--- src/rtl/booth_pkg.sv ---
package booth_pkg;

    typedef enum logic [1:0] {
        ST_IDLE = 2'd0,
        ST_RUN  = 2'd1,
        ST_DONE = 2'd2
    } mul_state_t;

    typedef enum logic [1:0] {
        OP_SKIP = 2'd0,
        OP_ADD  = 2'd1,
        OP_SUB  = 2'd2
    } step_op_t;

endpackage

--- src/rtl/booth_recode.sv ---
module booth_recode
    import booth_pkg::*;
(
    input  logic     signed_mode,
    input  logic     lsb,
    input  logic     guard,
    output step_op_t op
);

    always_comb begin
        op = OP_SKIP;
        if (signed_mode) begin
            unique case ({lsb, guard})
                2'b10:   op = OP_SUB;
                2'b01:   op = OP_ADD;
                default: op = OP_SKIP;
            endcase
        end else if (lsb) begin
            op = OP_ADD;
        end
    end

endmodule

--- src/rtl/booth_step.sv ---
module booth_step
    import booth_pkg::*;
#(
    parameter int W = 32
) (
    input  logic           signed_mode,
    input  step_op_t       op,
    input  logic [W-1:0]   hi_in,
    input  logic [W-1:0]   lo_in,
    input  logic [W-1:0]   mcand,
    output logic [2*W:0]   prod_next
);

    localparam int AW = W + 1;

    logic [AW-1:0] ext_hi;
    logic [AW-1:0] ext_m;
    logic [AW-1:0] acc;

    always_comb begin
        ext_hi = {signed_mode & hi_in[W-1], hi_in};
        ext_m  = {signed_mode & mcand[W-1], mcand};
        unique case (op)
            OP_ADD:  acc = ext_hi + ext_m;
            OP_SUB:  acc = ext_hi - ext_m;
            default: acc = ext_hi;
        endcase
        prod_next = {acc, lo_in};
    end

endmodule

--- src/rtl/booth_fsm.sv ---
module booth_fsm
    import booth_pkg::*;
#(
    parameter int W = 32
) (
    input  logic clk,
    input  logic rst,
    input  logic start,
    output logic busy,
    output logic done,
    output logic load,
    output logic step_en,
    output logic finish
);

    localparam int CW = (W > 1) ? $clog2(W) : 1;

    mul_state_t state_q, state_d;
    logic [CW-1:0] cnt_q;
    logic          last;

    assign last = (cnt_q == CW'(W - 1));

    always_ff @(posedge clk) begin
        if (rst) begin
            state_q <= ST_IDLE;
        end else begin
            state_q <= state_d;
        end
    end

    always_ff @(posedge clk) begin
        if (rst) begin
            cnt_q <= '0;
        end else if (load) begin
            cnt_q <= '0;
        end else if (step_en) begin
            cnt_q <= cnt_q + CW'(1);
        end
    end

    always_comb begin
        state_d = state_q;
        unique case (state_q)
            ST_IDLE: if (start) state_d = ST_RUN;
            ST_RUN:  if (last)  state_d = ST_DONE;
            ST_DONE: state_d = ST_IDLE;
            default: state_d = ST_IDLE;
        endcase
    end

    always_comb begin
        busy    = 1'b0;
        done    = 1'b0;
        load    = 1'b0;
        step_en = 1'b0;
        finish  = 1'b0;
        unique case (state_q)
            ST_IDLE: load = start;
            ST_RUN: begin
                busy    = 1'b1;
                step_en = 1'b1;
                finish  = last;
            end
            ST_DONE: begin
                busy = 1'b1;
                done = 1'b1;
            end
            default: ;
        endcase
    end

endmodule

--- src/rtl/booth_seq_mul.sv ---
module booth_seq_mul
    import booth_pkg::*;
#(
    parameter int W = 32
) (
    input  logic         clk,
    input  logic         rst,
    input  logic         start,
    input  logic         mode,
    input  logic [W-1:0] op_a,
    input  logic [W-1:0] op_b,
    output logic         busy,
    output logic         done,
    output logic [W-1:0] hi,
    output logic [W-1:0] lo
);

    localparam int PW = 2 * W + 1;

    logic [PW-1:0] prod_q;
    logic [PW-1:0] prod_nx;
    logic [W-1:0]  mcand_q;
    logic          mode_q;
    logic [W-1:0]  hi_q;
    logic [W-1:0]  lo_q;
    logic          load;
    logic          step_en;
    logic          finish;
    step_op_t      op;

    booth_fsm #(.W(W)) u_fsm (
        .clk     (clk),
        .rst     (rst),
        .start   (start),
        .busy    (busy),
        .done    (done),
        .load    (load),
        .step_en (step_en),
        .finish  (finish)
    );

    booth_recode u_rec (
        .signed_mode (mode_q),
        .lsb         (prod_q[1]),
        .guard       (prod_q[0]),
        .op          (op)
    );

    booth_step #(.W(W)) u_step (
        .signed_mode (mode_q),
        .op          (op),
        .hi_in       (prod_q[PW-1:W+1]),
        .lo_in       (prod_q[W:1]),
        .mcand       (mcand_q),
        .prod_next   (prod_nx)
    );

    always_ff @(posedge clk) begin
        if (rst) begin
            prod_q  <= '0;
            mcand_q <= '0;
            mode_q  <= 1'b0;
        end else if (load) begin
            prod_q  <= {{W{1'b0}}, op_b, 1'b0};
            mcand_q <= op_a;
            mode_q  <= mode;
        end else if (step_en) begin
            prod_q  <= prod_nx;
        end
    end

    always_ff @(posedge clk) begin
        if (rst) begin
            hi_q <= '0;
            lo_q <= '0;
        end else if (finish) begin
            hi_q <= prod_nx[PW-1:W+1];
            lo_q <= prod_nx[W:1];
        end
    end

    assign hi = hi_q;
    assign lo = lo_q;

endmodule

--- config.mk ---
export PLATFORM = sky130hd
export DESIGN_NAME = booth_seq_mul
export DESIGN_NICKNAME = d
export VERILOG_FILES = /design/src/rtl/booth_pkg.sv /design/src/rtl/booth_recode.sv /design/src/rtl/booth_step.sv /design/src/rtl/booth_fsm.sv /design/src/rtl/booth_seq_mul.sv
export SDC_FILE = /design/constraint.sdc
export NUM_CORES = 1
export LEC_CHECK = 0
export ABC_CLOCK_PERIOD_IN_PS = 4300
export BUFFER_PORTS_ARGS = -buffer_cell sky130_fd_sc_hd__buf_4
export CAP_MARGIN = 20
export CORE_UTILIZATION = 52
export CTS_CLUSTER_DIAMETER = 50
export DETAILED_ROUTE_END_ITERATION = 12
export HOLD_SLACK_MARGIN = 0.06
export PLACE_DENSITY = 0.77
export SETUP_SLACK_MARGIN = 0.1
export SYNTH_ARGS = -nofsm -noshare
export SYNTH_HDL_FRONTEND = slang
export SYNTH_SLANG_ARGS = --single-unit
--- constraint.sdc ---
create_clock -name clk -period 4.3 [get_ports clk]
set_input_delay 0.43 -clock clk [delete_from_list [all_inputs] [get_ports clk]]
set_output_delay 0.43 -clock clk [all_outputs]
set_load 0.02 [all_outputs]
* Word-level counts from Yosys, hierarchy flattened *
Index checks and enable logic that the tools add are counted.

operators by class
  add/sub/neg operators = 3
  equal/unequal tests = 9
  mux-type cells = 14
  bitwise gates (word level) = 2
  reductions and logical operators = 5

operators with widths
  cell                                                 number
  two-way mux 33 bit                                   2
  one-hot mux 33 bit (2 select lines)                  1
  adder 33 bit                                         1
  subtractor 33 bit                                    1
  one-hot mux 2 bit (2 select lines)                   2
  equality test 2 x 1 -> 1 bit, second input constant  3
  equality test 2 bit, second input constant           3
  two-way mux 1 bit                                    6
  two-way mux 2 bit                                    3
  adder 5 x 1 -> 5 bit, second input constant          1
  equality test 5 bit, second input constant           1
  OR reduction 2 bit                                   2
  AND 1 bit                                            2
  zero test 2 bit                                      1
  != test 2 x 1 -> 1 bit, second input constant        1
  != test 2 bit, second input constant                 1
  AND reduction 2 bit                                  1
  nonzero test 2 bit                                   1

storage, ports and cells
  register bits after elaboration = 169
  bits of input ports = 68

* Longest topological paths before layout *
Gate-level depths: netlist of the first run.

  word-level depth = 7
  mapped depth = 19
  mapped depth without buffers = 18

* Cells and area by module *
A second synthesis of the first run with hierarchy kept.

second synthesis, totals
  cells, all modules = 1091
  area, all modules = 9581.7 sq um

by module, submodules not included
  module         times used  cells each  area an instance (sq um)  seq. area each (sq um)
  booth_seq_mul  1           562         6038.3                    3243.1
  booth_step     1           484         3119.2                    0.0
  booth_fsm      1           40          396.6                     140.1
  booth_recode   1           5           27.5                      0.0

* Least setup slack after synthesis of the first run *
OpenSTA, ideal clock, no wires.

  kind = register to register
  from = register mode_q
  to = register hi_q[29] (netlist: hi[29])
  library setup time = 0.067 ns
  data arrival time = 4.006 ns
  slack = 0.226 ns
  stages on the path, launching flop included = 18
  cell sequence = dfxtp_1 clkbuf_1 mux2_2 ha_1 clkbuf_1 clkbuf_1 buf_1 mux2i_1 fa_1 a211oi_1 o21ai_0 o211ai_1 a21oi_1 nor3b_2 o21ai_2 mux2_4 or3_1 a21oi_2

between the ends
  word-level cells in the longest chain between the ends = 3
  elaborated cells on any way between the ends = 4
  those cells by class = eq/ne: 2; mux: 2

RTL lines
  item                                                                        line                 RTL
  start, declared                                                             booth_seq_mul.sv:23  logic mode_q;
  start signal, assigned                                                      booth_seq_mul.sv:66  mode_q <= mode;
  two-way mux 2 bit (*)                                                       booth_recode.sv:12   if (signed_mode) begin
  equality test 2 bit / equality test 2 x 1 -> 1 bit (equally long branches)  booth_step.sv:23     unique case (op)
  one-hot mux 33 bit (2 select lines) (*)                                     booth_step.sv:23
  end signal, assigned                                                        booth_seq_mul.sv:77  hi_q <= prod_nx[PW-1:W+1];
  end, declared                                                               booth_seq_mul.sv:24  logic [W-1:0] hi_q;

Every way passes the cells marked *; elsewhere a longest branch is shown, timed or not.
A chain may end at the register's enable or synchronous reset.

* Worst setup path after layout of the first run *
  from = register prod_q[1]
  to = register hi_q[29] (netlist: hi[29])

between the ends
  word-level cells in the longest chain between the ends = 5
  elaborated cells on any way between the ends = 8
  those cells by class = eq/ne: 4; mux: 4

RTL lines
  item                                                                        line                 RTL
  start, declared                                                             booth_seq_mul.sv:20  logic [PW-1:0] prod_q;
  start signal, assigned                                                      booth_seq_mul.sv:64  prod_q <= {{W{1'b0}}, op_b, 1'b0};
  start signal, assigned                                                      booth_seq_mul.sv:68  prod_q <= prod_nx;
  equality test 2 x 1 -> 1 bit / equality test 2 bit (equally long branches)  booth_recode.sv:13   unique case ({lsb, guard})
  one-hot mux 2 bit (2 select lines)                                          booth_recode.sv:13
  two-way mux 2 bit (*)                                                       booth_recode.sv:12
  equality test 2 bit / equality test 2 x 1 -> 1 bit (equally long branches)  booth_step.sv:23
  one-hot mux 33 bit (2 select lines) (*)                                     booth_step.sv:23

Marked as above.

==> flow_summary.toml, run 1 <==
[clock_tree]
cts.sinks = 169
clk_pin_slew_ps = 70
htreeDepth = 4
cts_tree = "built"
cts_root_buf = "clkbuf_16"
postCtsHoldBufs = 0
clock_path_buffers = 2
cts-buffers-inserted = 17
clk_latency_ps = 440

[min_path]
holdPathEnd = "mcand_q[6]"
min_path_type = "primary input to register"
min_from = "op_a[6]"
hold_depth = 3

[sta]
final.setup.tns_ps = 0
finalHoldViolCount = 0
fmax_ghz = 0.250
worst_hold_slack_ps = 237
post-route-period-util_pct = 93.1
max_slew_margin_pct = 33.0
setup_viol_count_final = 0
fin_crit_ps = 4000
finalClockSkew_ps = 12.2
tightest_slew_ps = 1000
maxSlewViolCount = 0
rsz0062_at_grt = "true"

[worst_setup_path]
cp.required_ps = 4670
worst-r2r-setup-slack_ps = 300
cp-end-kind = "register"
crit_fanout = 15
startpoint_type = "register"
reg2reg_depth = 14
critPathKind = "register to register"
arrival_ps = 4380
r2r-start = "prod_q[1]"
crit-reg2reg-capture = "hi[29]"

[place]
place_congestion = 0.996
dp_hpwl_mm = 16.8
portBuffers = 133

[synth]
synth_cells = 1115
async_flop_share_pct = 0
synth.area.top_cells = "dfxtp_1 38%, nand2_1 7.4%, a21oi_1 7.1%"
synthTopCellsByCount = "177 x nand2_1, 169 x dfxtp_1, 128 x nor2_1"
syn_avg_cell_area_um2 = 8.01
synth.distinct_cells = 63
ys_seq_area_share_pct = 37.9
synth_top_area_share_pct = 37.9
synth_area_mm2 = 0.00893
synthMostInstantiatedCell = "nand2_1"
synth-main-ff-cell = "dfxtp_1"
yosys_warnings = 0
synth-edff-count = 0
synth_area_leader_cell = "dfxtp_1"
ys_seq_elements = 169
synth.net_count = 1224

[drt]
vias = 8305
drtIter0Drc = 482
viasPerCell = 5.68
post-route-drc-count = 0
wirelength_mm = 23.8
wire_per_inst_um = 16.3
first_pass_iters = 5
postRouteAntennaNets = 0

[cells_and_area]
multi_input_area_mm2 = 0.00527
fillers = 1473
layout-drive-gt1-share_pct = 18.8
diodes = 0
syn_to_final_growth_pct = 22.1
fin_nets = 1338
final_util_pct = 65.3
seqCellArea_mm2 = 0.00339

[floorplanning]
die_area_mm2 = 0.0177
coreArea_mm2 = 0.0167
ios = 134
initial_core_util_pct = 53.5
rows = 47
die_width_um = 133
die_y_um = 133

[pwr]
ir_drop_uv = 318
power_density_mw_per_mm2 = 413
fin_total_pwr_mw = 4.50
p_leak_nw = 4.37

[status]
status = "completed"

[grt]
grt_usage_pct = 27.2
grt_pass1_wl_mm = 38.6
gr-total-overflow = 0
grt_antenna_before_repair = 0
grt_pass1_vias = 7924
grt_max_degree = 98

[flow_run]
max-cap-violations = 0
## worst max-delay path: stages (launching register included)
cell and delay (ps):
dfxtp_2 360, mux2_2 340, ha_2 260, buf_12 170, mux2i_1 150, fa_1 480
a211oi_1 230, o21ai_0 220, o211ai_1 380, a21oi_1 170, nor3b_2 250, o21ai_2 110
mux2_4 310, or3_1 370, a21oi_2 130
## kinds of logic after synthesis
group | synth area share [%]
simple gates | 19.0
buf+inv | 3.91
fa+ha+maj | 5.83
flops | 37.9
xor+xnor | 5.39
mux | 6.29
compound gates | 21.7
## worst max-delay path by stage
stage               startpoint     end  cells past startpoint
finish               prod_q[1]  hi[29]                     14
global route        mcand_q[0]  hi[30]                     20
CTS                  prod_q[1]  hi[29]                     16
detailed placement   prod_q[1]  hi[29]                     16
global placement     prod_q[1]  hi[29]                     16
floorplan               mode_q  hi[29]                     17
## through the flow
| stage | area, um^2 | instances | setup WS, ps |
|---|---|---|---|
| 2_1_floorplan | 8930 | 1115 | 226 |
| 3_3_place_gp | 10200 | 1427 | 227 |
| 3_5_place_dp | 10200 | 1427 | 144 |
| 4_1_cts | 10800 | 1459 | 120 |
| 5_1_grt | 10900 | 1462 | 55.2 |
| 6_report | 10900 | 1462 | 299 |
## registers in the layout, indices dropped and copies added, names as in the netlist
signal,flops
prod_q,65
hi,32
lo,32
mcand_q,32
u_fsm.cnt_q,5
u_fsm.state_q,2
mode_q,1
## power by group
part	total (mW)	internal [mW]	switching, mW
logic	1.20	0.507	0.691
registers	1.76	1.66	0.0972
clock network	1.55	0.838	0.708
total	4.50	3.01	1.50
## what timing repair did
action	4_1_cts	5_1_grt
endpoints found under the setup margin	0	24
endpoints found under the hold margin	0	0
resized for setup	0	11
setup buffers	0	2
## routing by layer
| metal | share of wire [%] | vias up | global-route usage [%] |
|---|---|---|---|
| li1 | - | 4146 | - |
| met1 | 44 | 3883 | 33.8 |
| met2 | 47 | 223 | 44.9 |
| met3 | 5.3 | 53 | 5.67 |
| met4 | 3.2 | 0 | 12.8 |
| met5 | 0 | - | 0 |
## layout by cell type (no fill, tap or decap), drive strengths merged, types with 2 or more instances in the layout
master	Yosys	layout
nor4	7	7
nand4	5	5
a21o	14	14
o211ai	5	5
clkinv	0	5
o21ai	58	58
a211oi	68	68
nand2b	8	8
a31oi	15	15
o21a	5	5
mux2i	52	52
nand3b	3	3
nor2	129	129
mux2	3	3
a21boi	3	3
nand2	177	177
nand3	7	7
a21oi	129	129
o31ai	3	3
nor3	13	13
o31a	2	2
nor4bb	2	2
nor2b	7	7
dfxtp	169	169
o21bai	2	2
buf	8	167
and2	3	3
ha	40	40
or3	7	7
xnor2	39	39
inv	21	28
xor2	16	16
clkbuf	64	18
nor3b	2	2
a311oi	6	6
and3	9	9
## layout make-up
cell class              count  area share, %
multi-input cells         853           48.3
inverters                  21          0.723
clock buffers              18           4.03
well taps                 220           2.53
repair buffers            167           11.9
clock inverters            14           1.41
flip-flops and latches    169           31.1
(Power assumes the default switching activity.)
==> run 2: changes to the inputs <==
--- a/config.mk
+++ b/config.mk
@@ -8,12 +8,13 @@
 export ABC_CLOCK_PERIOD_IN_PS = 4300
 export BUFFER_PORTS_ARGS = -buffer_cell sky130_fd_sc_hd__buf_4
 export CAP_MARGIN = 20
-export CORE_UTILIZATION = 52
+export CORE_UTILIZATION = 53
 export CTS_CLUSTER_DIAMETER = 50
 export DETAILED_ROUTE_END_ITERATION = 12
 export HOLD_SLACK_MARGIN = 0.06
-export PLACE_DENSITY = 0.77
+export PLACE_DENSITY = 0.78
 export SETUP_SLACK_MARGIN = 0.1
 export SYNTH_ARGS = -nofsm -noshare
 export SYNTH_HDL_FRONTEND = slang
+export SYNTH_HIERARCHICAL = 1
 export SYNTH_SLANG_ARGS = --single-unit
==> run 2 against run 1 <==
Combinational power is 14% lower. Hold slack worse by 1.4 ps. Register-to-register slack worse by 80 ps. Critical path depth is 2 higher. Count of clock-buffer cells in the layout stayed put. Total power is 5.8% lower. Sequential share of layout area is 1.3 points lower. Critical path type unchanged. Highest routed layer unchanged.
==> flow_summary.toml, run 2 <==
[status]
status = "completed"

[min_path]
min_path_type = "primary input to register"

[sta]
setup_slack_ps = 220
fin_crit_ps = 4080
rsz0062_at_grt = "true"
setup_viol_count_final = 0
tightest_slew_ps = 958
maxSlewViolCount = 0
max_slew_margin_pct = 36.1
finalHoldViolCount = 0
post-route-period-util_pct = 94.9
fmax_ghz = 0.245
final.setup.tns_ps = 0
finalClockSkew_ps = 12.4

[synth]
ys_seq_area_share_pct = 35.3
synth_top_family_by_area = "multiplexers"
synthTopCellsByCount = "189 x nor2_1, 169 x dfxtp_1, 168 x mux2i_1"
synth_area_mm2 = 0.00958
ys_seq_elements = 169
syn_avg_cell_area_um2 = 8.78
synth.distinct_cells = 61
synth_compound_area_share_pct = 12.7
synth_top_area_share_pct = 35.3
synth-edff-count = 0
async_flop_share_pct = 0
yosys_warnings = 6
synth_xor_area_share_pct = 5.30
synthMostInstantiatedCell = "nor2_1"
synth.net_count = 1200
muxShareOfSynthArea_pct = 18.0
synth-main-ff-cell = "dfxtp_1"
synth_area_leader_cell = "dfxtp_1"
synth_cells = 1091
synth.area.top_cells = "dfxtp_1 35%, mux2i_1 18%, nor2_1 7.4%"
synthAdderAreaFrac_pct = 5.43
yosys.area_share.simple_pct = 16.9

[cells_and_area]
mostFrequentLayoutCells = "189 x nor2_1, 183 x buf_4, 168 x mux2i_1, 167 x dfxtp_1, 56 x nand2_1"
final_common_cell = "nor2_1"
largest-register = "prod_q"
largest_reg_flops = 65
diodes = 0
fillers = 1456
syn_to_final_growth_pct = 18.8
layout-drive-gt1-share_pct = 21.2
fin_nets = 1314

[floorplanning]
die_area_mm2 = 0.0186
initial_core_util_pct = 54.8
die_width_um = 136
ios = 134
coreArea_mm2 = 0.0175
rows = 48
die_y_um = 136

[pwr]
power_density_mw_per_mm2 = 372
ir_drop_uv = 409
fin_total_pwr_mw = 4.24
p_leak_nw = 4.53

[worst_setup_path]
slowest_delay_ps = 560
critPathKind = "register to register"
crit_chain = "or4_4 > nor3_2 > buf_4 > and2_4 > nor2_1 > xnor2_1 > ha_1 > a21oi_1 > nand2_1 > a211oi_1 > o31ai_1 > o211ai_1 > xnor2_1 > mux2_2 > mux2i_1 > nor2_1"
cp-end-kind = "register"
slowest_stage = "or4_4"
startpoint_type = "register"
crit_fanout = 5
arrival_ps = 4380
cp.required_ps = 4600

[drt]
wirelength_mm = 23.5
viasPerCell = 5.61
wire_per_inst_um = 16.3
first_pass_iters = 5
post-route-drc-count = 0
vias = 8087
postRouteAntennaNets = 0
drtIter0Drc = 631

[place]
place_congestion = 0.936
portBuffers = 133
pre_cts_ws_ps = 76.8
dp_hpwl_mm = 16.5

[clock_tree]
cts-buffers-inserted = 17
cts.sinks = 169
clock_path_buffers = 2
cts_tree = "built"
clk_latency_ps = 440
clk_pin_slew_ps = 70
htreeDepth = 4
cts_root_buf = "clkbuf_16"

[flow_run]
max-cap-violations = 0

[grt]
grt_max_degree = 90
grt_usage_pct = 25.8
grt_antenna_before_repair = 0
gr-total-overflow = 0
grt_pass1_vias = 7643
grt_pass1_wl_mm = 37.8
-- run 2: changes by cell type after synthesis, sizes merged, moves of 37 or more --
cell and change:
nand2 -120, nor2 +60, a21oi -74, clkbuf -37, mux2i +116, buf +53
-- run 2: what timing repair did --
item	in CTS	in global routing
buffers inserted	0	2
gates cloned	0	0
gates resized for setup	1	29
pin swaps	0	2
setup endpoints to repair	3	25
hold buffers	0	0
-- run 2: logic make-up (layout without fill, tap and decap cells) --
logic type	after synthesis	in the layout
flops	169	169
xor+xnor	58	58
buf+inv	106	232
simple gates	353	353
compound gates	192	192
mux	172	172
fa+ha+maj	41	41
-- run 2: where the power goes --
group / total, mW / internal (mW) / switching [mW]
logic: 1.03 / 0.471 / 0.559
registers: 1.71 / 1.64 / 0.0763
clock network: 1.50 / 0.780 / 0.716
total: 4.24 / 2.89 / 1.35
-- run 2: through the flow --
step           instance area, um^2  cells  utilization [%]  hold slack [ps]
6_report                     11400   1442             65.1              235
3_5_place_dp                 10700   1409             61.2              485
3_3_place_gp                 10700   1409             61.2              473
4_1_cts                      11300   1440             64.5              219
2_1_floorplan                 9580   1091                -              460
5_1_grt                      11400   1442             65.1              225
-- run 2: critical path, delay by kind of cell (launching register included) --
kind | cells | cell delay (ps)
mux | 2 | 410
simple gates | 6 | 1160
compound gates | 4 | 1250
xor+xnor | 2 | 250
fa+ha+maj | 1 | 360
flops | 1 | 350
buf+inv | 1 | 160
-- run 2: cell type report --
| type | instances | area (um^2) | area share (%) |
|---|---|---|---|
| flip-flops and latches | 169 | 3390 | 29.7 |
| multi-input cells | 816 | 5710 | 50.2 |
| well taps | 225 | 282 | 2.47 |
| clock buffers | 18 | 439 | 3.86 |
| inverters | 18 | 67.6 | 0.593 |
| clock inverters | 13 | 128 | 1.12 |
| repair buffers | 183 | 1370 | 12.1 |
-- run 2: routing by layer --
metal  up-vias  global-route usage, %  part of all wire [%]
met5         -                      0                     0
met4         0                   8.02                   2.0
met3        35                   5.29                   4.2
met2       196                   42.4                    47
met1      3850                   33.7                    47
li1       4006                      -                     -
-- run 2: worst paths after layout --
| check | endpoint | slack, ps | cells past startpoint | startpoint |
|---|---|---|---|---|
| hold / removal | mcand_q[9] | 240 | 3 | op_a[9] |
| setup / recovery | hi[25] | 220 | 16 | mcand_q[3] |
| hold reg to reg | hi[14] | 500 | 2 | hi[14] |
| setup reg to reg | hi[25] | 220 | 16 | mcand_q[3] |
==> run 3: changes to the inputs <==
--- a/config.mk
+++ b/config.mk
@@ -5,14 +5,14 @@
 export SDC_FILE = /design/constraint.sdc
 export NUM_CORES = 1
 export LEC_CHECK = 0
-export ABC_CLOCK_PERIOD_IN_PS = 4300
+export ABC_CLOCK_PERIOD_IN_PS = 5000
 export BUFFER_PORTS_ARGS = -buffer_cell sky130_fd_sc_hd__buf_4
 export CAP_MARGIN = 20
-export CORE_UTILIZATION = 53
+export CORE_UTILIZATION = 63
 export CTS_CLUSTER_DIAMETER = 50
 export DETAILED_ROUTE_END_ITERATION = 12
 export HOLD_SLACK_MARGIN = 0.06
-export PLACE_DENSITY = 0.78
+export PLACE_DENSITY = 0.86
 export SETUP_SLACK_MARGIN = 0.1
 export SYNTH_ARGS = -nofsm -noshare
 export SYNTH_HDL_FRONTEND = slang
==> constraint.sdc (replaced) <==
create_clock -name clk -period 5 [get_ports clk]
set_input_delay 0.5 -clock clk [delete_from_list [all_inputs] [get_ports clk]]
set_output_delay 0.5 -clock clk [all_outputs]
set_load 0.02 [all_outputs]
==> run 3 against run 2 <==
The flow now finishes with violations (DRC). Die area decreased by 16%. Worst setup slack improved by 270 ps. Final area fell by 3.8%. Clock skew fell by 4.9 ps. Maximum frequency decreased by 9.6%. Non-clock buffer count fell by 42. Via count decreased by 1.4%. Sequential share of layout area increased by 1.1 points. Register-to-register slack better by 270 ps. Count of clock-buffer cells in the layout is 1 lower. Largest power group unchanged.
==> flow_summary.toml, run 3 (synthesis gave the netlist of run 2 again) <==
[grt]
grt_pass1_vias = 7671
grt_usage_pct = 30.0
grt_antenna_before_repair = 0
gr-total-overflow = 0
grt_max_degree = 72
grt_pass1_wl_mm = 37.9

[cells_and_area]
seqCellArea_mm2 = 0.00338
layout-drive-gt1-share_pct = 16.7
final_util_pct = 74.5
diodes = 0
largest-register = "prod_q"
syn_to_final_growth_pct = 14.4
mostFrequentLayoutCells = "189 x nor2_1, 169 x dfxtp_1, 168 x mux2i_1, 141 x buf_4, 57 x nand2_1"
final_common_cell = "nor2_1"
largest_reg_flops = 65
fin_area_mm2 = 0.0110
fillers = 1102
multi_input_area_mm2 = 0.00562
fin_nets = 1272

[floorplanning]
coreArea_mm2 = 0.0147
rows = 44
die_width_um = 125
initial_core_util_pct = 65.2
ios = 134
die_y_um = 125
die_area_mm2 = 0.0157

[drt]
viasPerCell = 5.86
postRouteAntennaNets = 0
drtIter0Drc = 538
wirelength_mm = 23.2
wire_per_inst_um = 17.1
post-route-drc-count = 2
vias = 7974
first_pass_iters = 9

[worst_setup_path]
arrival_ps = 4810
crit_fanout = 7
critPathKind = "register to register"
cp.required_ps = 5300
cp-end-kind = "register"
startpoint_type = "register"

[clock_tree]
cts-buffers-inserted = 17
cts_root_buf = "clkbuf_16"
cts_tree = "built"
postCtsHoldBufs = 0
clk_latency_ps = 440
clk_pin_slew_ps = 70
clock_path_buffers = 2
cts.sinks = 169
htreeDepth = 4

[sta]
max_slew_margin_pct = 31.2
fmax_ghz = 0.222
maxSlewViolCount = 0
fin_crit_ps = 4510
final.setup.tns_ps = 0
post-route-period-util_pct = 90.3
setup_viol_count_final = 0
finalHoldViolCount = 0
rsz0062_at_grt = "false"
tightest_slew_ps = 1030
setup_slack_ps = 487
finalClockSkew_ps = 7.56

[status]
failed_checks = "DRC"
status = "finished, violations left"

[flow_run]
max-cap-violations = 0

[min_path]
min_path_type = "primary input to register"

[place]
dp_hpwl_mm = 16.2
place_congestion = 0.927
portBuffers = 133
place_area_mm2 = 0.0103
pre_cts_ws_ps = 544

[pwr]
pwr-share-comb_pct = 22.8
power_frac_seq_pct = 40.4
power_frac_clock_pct = 36.8
p_leak_nw = 4.34
p_switching_mw = 1.17
intPower_mw = 2.48
ir_drop_uv = 297
sw_frac_of_total_pct = 32.0
power_density_mw_per_mm2 = 333
-- run 3: changes by cell type in the layout (fill, tap and decap cells not counted), sizes merged --
cell | previous run | this run
buf | 183 | 141
bufinv | 0 | 1
clkbuf | 18 | 17
clkinv | 2 | 3
clkinvlp | 3 | 2
inv | 26 | 27
-- run 3: area by class of cell --
type                            instances  share of cell area (%)
Clock buffer                           17                    3.88
Tap cell                              184                    2.10
Clock inverter                         15                    1.55
Multi-Input combinational cell        816                    51.3
Sequential cell                       169                    30.9
Timing Repair Buffer                  141                    9.66
Inverter                               18                   0.617
-- run 3: path summary, 6_finish.rpt --
kind	slack (ps)	from	cells past startpoint	endpoint
min	290	op_a[13]	3	mcand_q[13]
min reg2reg	490	lo[26]	2	lo[26]
max	490	mcand_q[1]	18	hi[28]
max reg2reg	490	mcand_q[1]	18	hi[28]
-- run 3: timing repair --
item                                    CTS  global route
setup buffers                             0             0
resized for setup                         0             2
endpoints found under the setup margin    0             3
-- run 3: layer usage --
| layer | track usage [%] | routed length (um) |
|---|---|---|
| met5 | 0 | 0 |
| met4 | 10.8 | 555 |
| met3 | 6.12 | 1260 |
| met2 | 47.2 | 10500 |
| met1 | 40.7 | 10900 |
-- run 3: metrics by stage --
stage | std cells | total power, mW | hold WS [ps]
floorplan | 1091 | 2.16 | 460
CTS | 1360 | 3.64 | 287
global route | 1360 | 3.80 | 297
detailed placement | 1328 | 2.31 | 480
finish | 1360 | 3.65 | 292
global placement | 1328 | 2.29 | 473
-- run 3: worst max-delay path, stage by stage, from the launching register on --
cell	delay, ps
dfxtp_1	360
inv_1	80
ha_1	150
nor3b_1	350
nor3b_4	340
nand3_1	310
nor3_1	260
nor2_1	90
xnor2_1	140
ha_1	360
a21oi_1	270
o21ai_0	170
a211o_1	310
a311oi_1	300
o21bai_1	110
or3_1	340
a31o_2	260
mux2i_1	130
nor2_1	50
-- run 3: power groups by stage --
| stage | sequential [mW] | combinational (mW) | clock (mW) |
|---|---|---|---|
| after floorplan | 1.48 | 0.688 | 0 |
| after global placement | 1.50 | 0.791 | 0 |
| after detailed placement | 1.50 | 0.805 | 0 |
| after CTS | 1.47 | 0.818 | 1.35 |
| after global routing | 1.48 | 0.907 | 1.42 |
| final | 1.47 | 0.832 | 1.34 |
